$ cat src/rtl/brf_pkg.sv
package brf_pkg;

  localparam int CODE_W    = 2;
  localparam int BURST_MAX = 8;

  typedef enum logic [1:0] {
    RED_PASS   = 2'd0,
    RED_MEAN   = 2'd1,
    RED_MEDIAN = 2'd2
  } red_e;

  // reduction code to reduction kind; the reserved code falls back to pass
  function automatic red_e f_red_kind(input logic [CODE_W-1:0] mode_code);
    case (mode_code)
      2'd1:    return RED_MEAN;
      2'd2:    return RED_MEDIAN;
      default: return RED_PASS;
    endcase
  endfunction

  // log2 of the burst length actually used: pass-through always takes one sample
  function automatic logic [CODE_W-1:0] f_eff_log2(input logic [CODE_W-1:0] mode_code,
                                                   input logic [CODE_W-1:0] cnt_code);
    return (f_red_kind(mode_code) == RED_PASS) ? '0 : cnt_code;
  endfunction

  // position of the lower middle element in an ascending sort of n elements
  function automatic int f_mid_pos(input int n);
    return (n - 1) >> 1;
  endfunction

endpackage

$ cat src/rtl/brf_cfg_decode.sv
module brf_cfg_decode
  import brf_pkg::*;
#(
  parameter int NCH = 8,
  parameter int CHW = $clog2(NCH)
) (
  input  logic [4*NCH-1:0] cfg_word,
  input  logic [CHW-1:0]   chan,
  output logic [1:0]       eff_log2,
  output red_e             kind
);

  localparam int MODE_BASE = 2*NCH;

  logic [1:0] cnt_f  [NCH];
  logic [1:0] mode_f [NCH];

  for (genvar c = 0; c < NCH; c++) begin : g_field
    assign cnt_f[c]  = cfg_word[2*c +: 2];
    assign mode_f[c] = cfg_word[MODE_BASE + 2*c +: 2];
  end

  assign kind     = f_red_kind(mode_f[chan]);
  assign eff_log2 = f_eff_log2(mode_f[chan], cnt_f[chan]);

endmodule

$ cat src/rtl/brf_collect.sv
module brf_collect
  import brf_pkg::*;
#(
  parameter int W     = 12,
  parameter int CHW   = 3,
  parameter int DEPTH = BURST_MAX,
  parameter int IDXW  = $clog2(DEPTH)
) (
  input  logic           clk,
  input  logic           rst_n,
  input  logic           in_valid,
  input  logic [CHW-1:0] in_chan,
  input  logic [W-1:0]   in_data,
  input  logic [1:0]     dec_log2,
  input  red_e           dec_kind,
  output logic           busy,
  output logic [CHW-1:0] cur_chan,
  output logic [1:0]     cur_log2,
  output red_e           cur_kind,
  output logic           last,
  output logic [W-1:0]   vals [DEPTH]
);

  logic            active;
  logic [IDXW-1:0] idx;
  logic [CHW-1:0]  lat_chan;
  logic [1:0]      lat_log2;
  red_e            lat_kind;
  logic [W-1:0]    hold_q [DEPTH];
  logic [IDXW:0]   n_cur;

  assign cur_chan = active ? lat_chan : in_chan;
  assign cur_log2 = active ? lat_log2 : dec_log2;
  assign cur_kind = active ? lat_kind : dec_kind;
  assign n_cur    = (IDXW+1)'(1) << cur_log2;
  assign last     = in_valid && ({1'b0, idx} == n_cur - 1'b1);
  assign busy     = active;

  always_ff @(posedge clk) begin
    if (!rst_n) begin
      active   <= 1'b0;
      idx      <= '0;
      lat_chan <= '0;
      lat_log2 <= '0;
      lat_kind <= RED_PASS;
      for (int k = 0; k < DEPTH; k++) hold_q[k] <= '0;
    end else if (in_valid) begin
      if (last) begin
        active <= 1'b0;
        idx    <= '0;
      end else begin
        active      <= 1'b1;
        idx         <= idx + 1'b1;
        hold_q[idx] <= in_data;
        if (!active) begin
          lat_chan <= in_chan;
          lat_log2 <= dec_log2;
          lat_kind <= dec_kind;
        end
      end
    end
  end

  // the element being accepted now stands in for the slot it would fill
  for (genvar k = 0; k < DEPTH; k++) begin : g_view
    assign vals[k] = (IDXW'(k) == idx) ? in_data : hold_q[k];
  end

  assert_idx_in_burst_R6: assert property (@(posedge clk) disable iff (!rst_n)
    busy |-> (idx != '0) && ({1'b0, idx} < n_cur));

  assert_idle_idx_zero_R6: assert property (@(posedge clk) disable iff (!rst_n)
    !busy |-> (idx == '0));

  assert_latch_stable_R7: assert property (@(posedge clk) disable iff (!rst_n)
    (busy && $past(busy)) |-> ($stable(lat_chan) && $stable(lat_log2) && $stable(lat_kind)));

  assert_gap_hold_R8: assert property (@(posedge clk) disable iff (!rst_n)
    (busy && !in_valid) |=> (busy && $stable(idx)));

endmodule

$ cat src/rtl/brf_reduce.sv
module brf_reduce
  import brf_pkg::*;
#(
  parameter int W     = 12,
  parameter int DEPTH = BURST_MAX,
  parameter int IDXW  = $clog2(DEPTH)
) (
  input  logic         clk,
  input  logic         rst_n,
  input  logic         fire,
  input  logic [W-1:0] vals [DEPTH],
  input  logic [1:0]   log2n,
  input  red_e         kind,
  output logic [W-1:0] result
);

  localparam int SUMW = W + IDXW;

  int              n;
  logic [SUMW-1:0] sum;
  logic [W-1:0]    mean_v;
  logic [IDXW:0]   rank [DEPTH];
  logic [IDXW:0]   mid;
  logic [DEPTH-1:0] med_sel;
  logic [W-1:0]    median_v;

  assign n   = 1 << log2n;
  assign mid = (IDXW+1)'(f_mid_pos(n));

  always_comb begin
    sum = '0;
    for (int k = 0; k < DEPTH; k++)
      if (k < n) sum = sum + SUMW'(vals[k]);
  end

  assign mean_v = W'(sum >> log2n);

  // stable rank: smaller values first, ties ordered by slot
  always_comb begin
    for (int i = 0; i < DEPTH; i++) begin
      rank[i] = '0;
      for (int j = 0; j < DEPTH; j++)
        if (j != i && j < n &&
            ((vals[j] < vals[i]) || (vals[j] == vals[i] && j < i)))
          rank[i] = rank[i] + 1'b1;
    end
  end

  always_comb begin
    median_v = '0;
    for (int i = 0; i < DEPTH; i++) begin
      med_sel[i] = (i < n) && (rank[i] == mid);
      if (med_sel[i]) median_v = median_v | vals[i];
    end
  end

  always_comb begin
    case (kind)
      RED_MEAN:   result = mean_v;
      RED_MEDIAN: result = median_v;
      default:    result = vals[0];
    endcase
  end

  assert_median_unique_R5: assert property (@(posedge clk) disable iff (!rst_n)
    (fire && kind == RED_MEDIAN) |-> $onehot(med_sel));

endmodule

$ cat src/rtl/burst_reduce_filter.sv
module burst_reduce_filter
  import brf_pkg::*;
#(
  parameter int W   = 12,
  parameter int NCH = 8,
  parameter int CHW = $clog2(NCH)
) (
  input  logic             clk,
  input  logic             rst_n,
  input  logic [4*NCH-1:0] cfg_word,
  input  logic             in_valid,
  input  logic [CHW-1:0]   in_chan,
  input  logic [W-1:0]     in_data,
  output logic             out_valid,
  output logic [CHW-1:0]   out_chan,
  output logic [W-1:0]     out_data,
  output logic             busy
);

  localparam int DEPTH = BURST_MAX;

  logic [1:0]     dec_log2;
  red_e           dec_kind;
  logic [CHW-1:0] cur_chan;
  logic [1:0]     cur_log2;
  red_e           cur_kind;
  logic           last;
  logic [W-1:0]   vals [DEPTH];
  logic [W-1:0]   reduced;

  brf_cfg_decode #(.NCH(NCH), .CHW(CHW)) u_decode (
    .cfg_word (cfg_word),
    .chan     (in_chan),
    .eff_log2 (dec_log2),
    .kind     (dec_kind)
  );

  brf_collect #(.W(W), .CHW(CHW), .DEPTH(DEPTH)) u_collect (
    .clk      (clk),
    .rst_n    (rst_n),
    .in_valid (in_valid),
    .in_chan  (in_chan),
    .in_data  (in_data),
    .dec_log2 (dec_log2),
    .dec_kind (dec_kind),
    .busy     (busy),
    .cur_chan (cur_chan),
    .cur_log2 (cur_log2),
    .cur_kind (cur_kind),
    .last     (last),
    .vals     (vals)
  );

  brf_reduce #(.W(W), .DEPTH(DEPTH)) u_reduce (
    .clk    (clk),
    .rst_n  (rst_n),
    .fire   (last),
    .vals   (vals),
    .log2n  (cur_log2),
    .kind   (cur_kind),
    .result (reduced)
  );

  always_ff @(posedge clk) begin
    if (!rst_n) begin
      out_valid <= 1'b0;
      out_chan  <= '0;
      out_data  <= '0;
    end else begin
      out_valid <= last;
      if (last) begin
        out_chan <= cur_chan;
        out_data <= reduced;
      end
    end
  end

  assert_out_needs_sample_R4: assert property (@(posedge clk) disable iff (!rst_n)
    out_valid |-> $past(in_valid));

  assert_pass_latency_R3: assert property (@(posedge clk) disable iff (!rst_n)
    (in_valid && !busy && dec_kind == RED_PASS) |=> (out_valid && out_chan == $past(in_chan)
                                                     && out_data == $past(in_data)));

  assert_result_ends_busy_R6: assert property (@(posedge clk) disable iff (!rst_n)
    out_valid |-> !busy);

  assert_busy_starts_on_sample_R6: assert property (@(posedge clk) disable iff (!rst_n)
    $rose(busy) |-> ($past(in_valid) && !out_valid));

endmodule

$ cat config.mk
export PLATFORM = sky130hd
export DESIGN_NAME = burst_reduce_filter
export DESIGN_NICKNAME = d
export VERILOG_FILES = /design/src/rtl/brf_pkg.sv /design/src/rtl/brf_cfg_decode.sv /design/src/rtl/brf_collect.sv /design/src/rtl/brf_reduce.sv /design/src/rtl/burst_reduce_filter.sv
export SDC_FILE = /design/constraint.sdc
export NUM_CORES = 1
export LEC_CHECK = 0
export BUFFER_PORTS_ARGS = -buffer_cell sky130_fd_sc_hd__clkbuf_2
export CORE_MARGIN = 5
export CORE_UTILIZATION = 40
export DETAILED_ROUTE_END_ITERATION = 6
export SETUP_SLACK_MARGIN = 0.5
export SYNTH_ARGS = -nofsm -noshare
export SYNTH_HDL_FRONTEND = slang
export SYNTH_SLANG_ARGS = --single-unit
$ cat constraint.sdc
create_clock -name clk -period 32.5 [get_ports clk]
set_clock_uncertainty 0.2 [all_clocks]
set_input_delay 3.25 -clock clk [delete_from_list [all_inputs] [get_ports clk]]
set_output_delay 3.25 -clock clk [all_outputs]
set_load 0.02 [all_outputs]
==> impl_results.md <==
- Worst Path Required: between 30 and 40 ns
- Initial Utilization: 0.4034
- Util after Layout: 0.4411
- Cts repair resizes: 0
- CTS tree: built
- Die area: around 0.064 mm²
- Final TNS setup: 0 ns
- Routed vias: 24137
- Post-layout net count: around 3500
- Antenna Nets Post-Route: 0
- Most common cell on crit path: ha_1
- Clock Path Buffers: 2
- Initial antenna violation count: 5
- Clk Latency, worst-skew pair: 0.43 ns
- Crit path largest cell delay: 0.68 ns
- Pleak: 12.13 nW
- Syn nets: 3389
- Routed WL: 105300 µm
- First-pass GRT wire length: 151300 µm
- Relative slew slack: 0.07803
- Clk slew on worst S/H paths: around 0.070 ns
- P&R area growth vs syn: 9.329%
- VDD IR max: 0.04739 mV
- Count of different cell masters after synthesis: 105
- Fin. Hold Viols: 0
- Gate power share: 0.837
- Core area: approximately 0.06 mm²
- Clk pwr share: 0.080
- Io pins: 67
- GRT Util Overall: 0.3137
- CTS Root Cell: clkbuf_16
- Mapped Cells: 2849
- Worst Tran Pin Value: 1.344 ns
- Max-cap check violation count: 0
- H-tree levels: 4
- Tmin final: roughly 16 ns
- Ys flop type: edfxtp_1
- Sw frac: 0.5567
- DR vias/cell: 6.495
- GPL Wtd Cong: 1.029
- Die Ht: 253.8 µm
- Post-CTS Hold Buffers: 0
- Status: complete, no violations
- Most frequent cells in the layout: ha_1 (483), nand2_1 (201), a21oi_1 (197)
- R2R cell count: 48
- Detailed placement HPWL: ~80000 µm
- Layout cell share with drive strength beyond 1: 0.1010
- Setup-failing EPs final: 0
- Pint: 1.086 mW
- Hold Path Stages: 2
- CTS buffer count: 17
- Pre-Repair DR Iteration Count: 5
- Row cnt: 89
- Mapped Area: 0.02377 mm²
- FILL cells: 5696
- Sequential share of power: 0.083
- Crit Path Max Fanout: 28
- Worst setup EP type: flip-flop
- DR WL/cell: 28.34 µm
- Setup Fix Bufs, Post-CTS: 0
- Synth warn: 0
- Crit start category: input pin
- Crit path arrival time: approximately 16 ns
- Synth Area per Inst: 8.342 µm²
- Total grt overflow: 0
- WS Path Type: input pin to flip-flop
- Part of the Yosys area used for sequential elements: 0.1440
- Largest net degree at the start of global routing: 45
- Final period util: 0.4772
- Drt drc: 0
- RSZ-0062 raised after global routing: false
- Net switching power: around 1.4 mW
- Final Max Slew Viols: 0
- Hold Crit Class: flip-flop to flip-flop
- Pwr per Cell Area: 94.31 mW/mm²
- CP max-delay cell: nand2_1
- Number of synthesized flops with an enable pin: 96
- Asr flop ratio synth: 0
- Yosys reg bits: 123
- DRT iter0 DRCs: ~2300
- DIE WIDTH: around 250 µm
- CTS sink count: 123
- IO Port Bufs: 66
- Vias in the first global route: 23109
- Commonest non-fill, non-tap cell in the layout: ha_1
- F_max: 64.48 MHz
-- stage by stage --
stage / cells / instance area [µm²] / power, mW / worst slack [ns] / hold slack, ns
finish: 3716 / 25980 / 2.450 / 16.99 / 0.3028
global route: 3713 / 25970 / 2.645 / 16.34 / 0.3209
CTS: 3713 / 25970 / 2.410 / 17.15 / 0.2976
detailed placement: 3681 / 25370 / 2.203 / 16.79 / 0.2818
global placement: 3681 / 25370 / 2.151 / 17.07 / 0.2815
floorplan: 2849 / 23770 / 1.675 / 18.81 / 0.2719
-- cell type report --
cell class / count / area, µm² / share of cell area
multi-input cells: 2438 / 19270 / 0.7416
well taps: 773 / 967.2 / 0.03722
clock inverters: 15 / 175.2 / 0.006742
flip-flops and latches: 123 / 3423 / 0.1318
diodes: 3 / 7.507 / 0.0002889
clock buffers: 17 / 425.4 / 0.01637
repair buffers: 154 / 991.0 / 0.03814
inverters: 193 / 724.4 / 0.02788
-- cells by family (layout without fill, tap and decap cells) --
kind of cell             count (synthesis)  after routing  share of synthesized area
AND/OR/NAND/NOR                        870            870                     0.1917
AO/OA/AOI/OAI                          785            785                     0.2245
adder cells (fa/ha/maj)                490            490                     0.2602
buffers and inverters                  288            379                    0.04796
multiplexers                           152            152                    0.06860
XOR/XNOR                               141            141                    0.06297
flip-flops                             123            123                     0.1440
other                                    0              3                          0
-- registers in the layout, summed over array words and instances (netlist names) --
signal,count
u_collect.lat_log2,2
u_collect.idx,3
u_collect.lat_chan,3
u_collect.lat_kind,2
out_data,12
out_chan,3
u_collect.hold_q,96
out_valid,1
u_collect.busy,1
-- power groups by stage --
stage / sequential (mW) / combinational [mW] / clock, mW
after CTS: 0.203 / 2.01 / 0.196
final: 0.204 / 2.05 / 0.196
after global routing: 0.205 / 2.24 / 0.203
after global placement: 0.206 / 1.94 / 0
after floorplan: 0.208 / 1.47 / 0
after detailed placement: 0.206 / 2.00 / 0
-- cell usage after synthesis (24+ instances only) --
master	count	share of area
a21oi_1	197	0.041
dfxtp_1	27	0.023
nand3_1	78	0.016
nand4_1	71	0.019
a31oi_1	24	0.0063
mux2i_1	110	0.046
a21o_1	80	0.025
o21ai_0	143	0.030
o21a_1	33	0.010
edfxtp_1	96	0.12
ha_1	483	0.25
xnor2_1	78	0.029
o211ai_1	37	0.012
a211oi_1	37	0.012
nor2b_1	41	0.011
o31ai_1	28	0.0088
inv_1	191	0.030
clkbuf_1	58	0.0092
nand2b_1	43	0.011
xor2_1	43	0.016
nor2_1	149	0.024
and2_1	119	0.031
nor3_1	38	0.0080
nand2_1	201	0.032
mux2_2	37	0.018
-- path summary, 6_finish.rpt --
path / to / slack (ns) / startpoint
setup / recovery: out_data[7]$_SDFFE_PN0P_ / 16.99 / in_chan[0]
setup reg to reg: out_data[7]$_SDFFE_PN0P_ / 19.87 / u_collect.idx[0]$_SDFFE_PN0P_
hold reg to reg: out_data[6]$_SDFFE_PN0P_ / 0.30 / out_data[6]$_SDFFE_PN0P_
hold / removal: out_data[6]$_SDFFE_PN0P_ / 0.30 / out_data[6]$_SDFFE_PN0P_
-- critical path, delay by kind of cell --
| family | cells | cell delay (ns) |
|---|---|---|
| xor+xnor | 2 | 0.24 |
| mux | 3 | 1.17 |
| simple gates | 8 | 1.85 |
| fa+ha+maj | 8 | 2.76 |
| compound gates | 21 | 4.95 |
| buf+inv | 5 | 1.37 |
-- routing by layer --
layer,track usage,vias to the layer above,share of wire
met4,0.1824,6,0.072
met2,0.4892,1307,0.43
met1,0.4020,11584,0.40
met3,0.06591,354,0.094
li1,-,10886,-
met5,0,-,0.00038
(Power assumes the default switching activity.)
